`src/rtl/rotor_step_ctrl.sv`:
```
module rotor_step_ctrl #(
  parameter int W      = 4,
  parameter int ROTORS = 4,
  localparam int N  = 1 << W,
  localparam int NR = 2 * ROTORS,
  localparam int SW = $clog2(NR),
  localparam int CW = $clog2(ROTORS + 1)
) (
  input  logic           clk,
  input  logic           rst_n,
  input  logic           pin_we,
  input  logic [SW-1:0]  pin_sel,
  input  logic           pin_bit,
  input  logic           off_we,
  input  logic [SW-1:0]  off_sel,
  input  logic [W-1:0]   off_val,
  input  logic           step,
  output logic [NR*W-1:0] offsets,
  output logic [CW-1:0]  cnt_cw,
  output logic [CW-1:0]  cnt_ccw
);
  logic [NR-1:0] tap;
  logic [NR-1:0] mv;
  wire go = step & ~(pin_we | off_we);

  for (genvar s = 0; s < 2; s++) begin : g_set
    for (genvar k = 0; k < ROTORS; k++) begin : g_rot
      localparam int IDX = s * ROTORS + k;
      logic [N-1:0] pr;
      logic [W-1:0] po;

      if (k == 0) begin : g_head
        assign mv[IDX] = go;
      end else begin : g_link
        assign mv[IDX] = mv[IDX-1] & tap[IDX-1];
      end

      always_ff @(posedge clk) begin
        if (!rst_n) begin
          pr <= '0;
          po <= '0;
        end else begin
          if (pin_we && pin_sel == SW'(IDX))
            pr <= {pin_bit, pr[N-1:1]};
          else if (mv[IDX])
            pr <= {pr[N-2:0], pr[N-1]};
          if (off_we && off_sel == SW'(IDX))
            po <= off_val;
          else if (mv[IDX])
            po <= (s == 0) ? po + W'(1) : po - W'(1);
        end
      end

      assign tap[IDX] = pr[0];
      assign offsets[IDX*W +: W] = po;
    end
  end

  always_ff @(posedge clk) begin
    if (!rst_n) begin
      cnt_cw  <= '0;
      cnt_ccw <= '0;
    end else if (go) begin
      cnt_cw  <= CW'($countones(mv[ROTORS-1:0]));
      cnt_ccw <= CW'($countones(mv[NR-1:ROTORS]));
    end
  end
endmodule

```
`config.mk`:
```
export PLATFORM = sky130hd
export DESIGN_NAME = rotor_step_ctrl
export DESIGN_NICKNAME = d
export VERILOG_FILES = /design/src/rtl/rotor_step_ctrl.sv
export SDC_FILE = /design/constraint.sdc
export NUM_CORES = 1
export LEC_CHECK = 0
export CORE_ASPECT_RATIO = 1.4
export CORE_MARGIN = 2
export CORE_UTILIZATION = 25
export CTS_BUF_LIST = sky130_fd_sc_hd__clkbuf_8
export CTS_CLUSTER_SIZE = 28
export DETAILED_ROUTE_END_ITERATION = 8
export DONT_BUFFER_PORTS = 1
export PLACE_DENSITY_LB_ADDON = 0.15
export SYNTH_ARGS = -nofsm -noshare
export SYNTH_HDL_FRONTEND = slang
export SYNTH_SLANG_ARGS = --single-unit
```
`constraint.sdc`:
```
create_clock -name clk -period 2.32 [get_ports clk]
set_clock_uncertainty 0.2 [all_clocks]
set_input_delay 0.116 -clock clk [delete_from_list [all_inputs] [get_ports clk]]
set_output_delay 0.116 -clock clk [all_outputs]
set_load 0.05 [all_outputs]
```
* Word level (Yosys, flattened, before mapping) *
Cells that the tools add are included.

cells by class
  add/sub/neg operators = 14
  equal/unequal tests = 12
  reductions and logical operators = 30
  mux-type cells = 28
  bitwise gates (word level) = 9

operator list
  cell                                                                   count
  16-bit 2-to-1 mux                                                      12
  4-bit 2-to-1 mux                                                       16
  2-bit nonzero test                                                     14
  3-bit equality test, second input constant                             7
  4-bit by 1-bit adder with 4-bit output, second input constant          4
  4-bit by 1-bit subtractor with 4-bit output, second input constant     4
  1-bit logical AND                                                      14
  3-bit by 2-bit equality test with 1-bit output, second input constant  3
  1-bit by 1-bit adder with 2-bit output                                 4
  1-bit AND                                                              7
  2-bit by 2-bit adder with 3-bit output                                 2
  3-bit by 1-bit equality test with 1-bit output, second input constant  2
  3-bit logical NOT                                                      2
  1-bit inverter                                                         1
  1-bit bitwise OR                                                       1

word-level totals
  output and inout port bits = 38
  input port bits = 16
  register bits after elaboration = 134
  logic and storage cells = 109

* Logic depth before layout (Yosys ltp) *
  depth after elaboration = 8
  depth in mapped cells = 9
  gate-level depth less buffers = 7

* Least setup slack after synthesis *
OpenSTA, ideal clock, no wires.

  path kind = input-to-reg
  start = in off_we
  end = reg cnt_ccw[1]
  cell stages on the path = 9
  slack = 265 ps
  arrival time = 1723 ps
  buffers on the path = 2
  setup time = 132 ps
  cell sequence = or3b_1 buf_2 inv_2 buf_2 ha_1 ha_1 ha_1 nand2_1 a21oi_1

between the ends
  cells in the longest elaborated chain, start to end = 8
  elaborated cells on any way between the ends = 9

ends and longest elaborated chain
  item                                    line  text
  start, declared                         14    input logic off_we,
  1-bit bitwise OR (*)                    24    wire go = step & ~(pin_we | off_we);
  1-bit inverter (*)                      24
  1-bit AND (*)                           24
  named net go                            24
  1-bit AND (3 in a row)                  35    assign mv[IDX] = mv[IDX-1] & tap[IDX-1];
  1-bit by 1-bit adder with 2-bit output  65    cnt_ccw <= CW'($countones(mv[NR-1:ROTORS]));
  2-bit by 2-bit adder with 3-bit output  65
  end signal, assigned                    65
  end, declared                           20    output logic [CW-1:0] cnt_ccw

The timed path passes the listed nets; every way through them passes the cells marked *.
A chain may end at the register's enable or synchronous reset.

* Worst setup path after layout *
  start = reg g_set[1].g_rot[0].pr[0]
  end = reg g_set[1].g_rot[3].po[1]

between the ends
  cells in the longest elaborated chain, start to end = 4

ends and longest elaborated chain
  item                                 line  text
  start, declared                      29    logic [N-1:0] pr;
  start signal, assigned               44    pr <= {pin_bit, pr[N-1:1]};
  start signal, assigned               46    pr <= {pr[N-2:0], pr[N-1]};
  1-bit AND (3 in a row)               35
  2-bit nonzero test (no source line)  --
  end signal, assigned                 48    po <= off_val;
  end signal, assigned                 50    po <= (s == 0) ? po + W'(1) : po - W'(1);
  end, declared                        30    logic [W-1:0] po;

No other way between the ends.

==> flow_summary.toml <==
[hold_path]
worstHoldPathType = "in -> reg"

[drt]
drc_errors = 0
ant_nets = 0
drtIter0Drc = 340
viasPerCell = 4.89
wl_per_cell_um = 15.7
drt_pass1_iterations = 4
vias = 5599
finalWirelength_mm = 18.0

[floorplan]
rows = 68
start_util_pct = 25.3
fp.dieW_um = 137
die_y_um = 190
core_area_mm2 = 0.0244
pin_count = 54
dieArea_mm2 = 0.0260

[synth]
synth_edf_count = 0
syn-cell-area_mm2 = 0.00617
netlist_top_cells_area = "dfxtp_1 44%, nand2_1 10%, a311oi_1 8.1%"
yosysSeqAreaShare_pct = 43.5
synth-seq-cells = 134
synthArstFlopShare_pct = 0
synthCells = 770
synth_cell_types = 53
yosysTopAreaCell = "dfxtp_1"
synth.avg_cell_area_um2 = 8.01
yosysWarnings = 0
synthFlopType = "dfxtp_1"
netlist.area_leader.share_pct = 43.5
synthesis.nets = 800

[placement]
dpl.hpwl_mm = 11.3
io_buffers = 0
placed_area_mm2 = 0.00669
gp_routability_congestion = 0.709

[pwr]
p_clk_share_pct = 39.4
pwr-share-seq_pct = 51.0
p_leak_uw = 0.00280
switchingPower_uw = 1280
intPower_uw = 3500
pwr-share-comb_pct = 9.5
peakVddDrop_mv = 0.312
switching_share_pct = 26.9
powerDensity_mw_per_mm2 = 641

[global_route]
grt_busiest_layer = "met2"
grt_use_met2_pct = 24.7
grt_pass1_vias = 5556
grt_max_degree = 59
grt_usage_pct = 14.4
antenna_found_initial = 2
grt_overflow = 0
grt_pass1_wl_mm = 29.4
use_met3_pct = 4.18
met1_usage_pct = 16.9

[setup_path]
worstSetupPathType = "reg -> reg"
required_ns = 2.50
endpoint_kind = "flip-flop"
start_kind = "flip-flop"
crit_fanout = 4
cp.arrival_ns = 2.43

[clock_network]
cts_sinks = 134
cts_tree = "yes"
numCtsBuffers = 17
clock_latency_ns = 0.45
clock_tree.buffer_depth = 2
clock-root-buffer = "clkbuf_8"
path_clk_slew_ns = 0.08
cts_setup_buffers = 0
htreeDepth = 4

[layout]
drive_gt1_share_pct = 10.3
regArea_mm2 = 0.00268
multiInputGateArea_mm2 = 0.00314
fillerInstances = 2649
fin_area_mm2 = 0.00746
nets = 845
syn2layout_area_growth_pct = 21.0

[sta]
timing.final.crit_share_pct = 97.1
finalSetupViolCount = 0
period_needed_ns = 2.25
grt_setup_unrepaired = "false"
hold_viol_final = 0
worst_pin_slew_ns = 0.594
fmax_mhz = 444
finalMaxSlewViolations = 0
timing.hold.ws_ns = 0.0237
relSlewSlack_pct = 59.9
setup-tns-final_ns = 0

[run]
max_cap_violations = 0

[outcome]
status = "completed"
-- sequential cells by signal, indices dropped and copies added, names as in the netlist --
name,count
g_set.g_rot.po,32
cnt_ccw,3
g_set.g_rot.pr,96
cnt_cw,3
-- power by group through the flow --
stage	logic, µW	registers, µW	clock network [µW]
final	457	2440	1890
after global routing	505	2450	2050
after CTS	462	2440	1970
after detailed placement	381	2490	0
after global placement	382	2500	0
after floorplan	234	2550	0
-- cell usage after synthesis, drive strengths merged (5+ instances only) --
cell type	instances
clkbuf	47
a31oi	17
nor3	9
and3	5
o22ai	5
a21oi	51
buf	16
xnor2	6
nand3	12
nor2	76
o21ai	53
nand2	168
dfxtp	134
mux2i	17
a311oi	57
ha	14
inv	22
-- placed cells by master, fill, tap and decap left out, types with 5 or more instances in the layout --
master,n
mux2i_1,17
inv_1,24
o21ai_0,53
clkbuf_8,18
dlygate4sd3_1,38
a31oi_1,17
o22ai_1,5
nand3_1,12
nor2_1,76
xnor2_1,6
and3_1,5
nand2_1,168
ha_1,14
a311oi_1,57
clkinv_2,6
nor3_1,9
a21oi_1,51
dfxtp_1,134
buf_4,48
-- logic make-up after synthesis --
group           Yosys count  share of synthesized area [%]
xor+xnor                 10                           1.42
compound gates          210                           22.5
fa+ha+maj                14                           2.84
mux                      18                           2.94
buf+inv                  85                           5.60
simple gates            299                           21.1
flops                   134                           43.5
-- path summary, 6_finish.rpt --
check	startpoint	end	slack (ns)	depth (start not counted)
max	g_set[1].g_rot[0].pr[0]	g_set[1].g_rot[3].po[1]	0.07	5
min	step	g_set[0].g_rot[1].pr[13]	0.02	4
max reg2reg	g_set[1].g_rot[0].pr[0]	g_set[1].g_rot[3].po[1]	0.07	5
min reg2reg	g_set[1].g_rot[2].pr[12]	g_set[1].g_rot[2].pr[13]	0.29	2
-- layout make-up --
type | count | area share, %
clock inverters | 14 | 1.61
multi-input cells | 551 | 42.1
well taps | 315 | 5.28
flip-flops and latches | 134 | 35.9
repair buffers | 89 | 10.6
clock buffers | 18 | 3.32
diodes | 2 | 0.0671
inverters | 22 | 1.11
-- through the flow --
step,utilization (%),setup slack (ns),std cells,power (µW)
floorplan,-,0.265,770,2780
global placement,27.4,0.456,1072,2880
detailed placement,27.4,0.464,1072,2880
CTS,30.5,0.0398,1143,4870
global route,30.6,0.00684,1145,5010
finish,30.6,0.0682,1145,4780
-- worst max-delay path: stages (launching register included) --
cell and delay [ns]:
dfxtp_1 0.36, and4bb_4 0.27, and3_1 0.28, mux2_1 0.34
o22ai_1 0.16, dlygate4sd3_1 0.58
-- layer usage --
| layer | vias to the layer above | part of all wire (%) |
|---|---|---|
| met1 | 2680 | 44 |
| met3 | 19 | 4.6 |
| li1 | 2833 | - |
| met5 | - | 0 |
| met4 | 0 | 1.5 |
| met2 | 67 | 50 |
-- repair_timing --
item / CTS / global route
hold buffers: 39 / 1
endpoints found under the setup margin: 0 / 2
gates resized for setup: 0 / 1
hold endpoints to repair: 128 / 2
(Power assumes the default switching activity.)
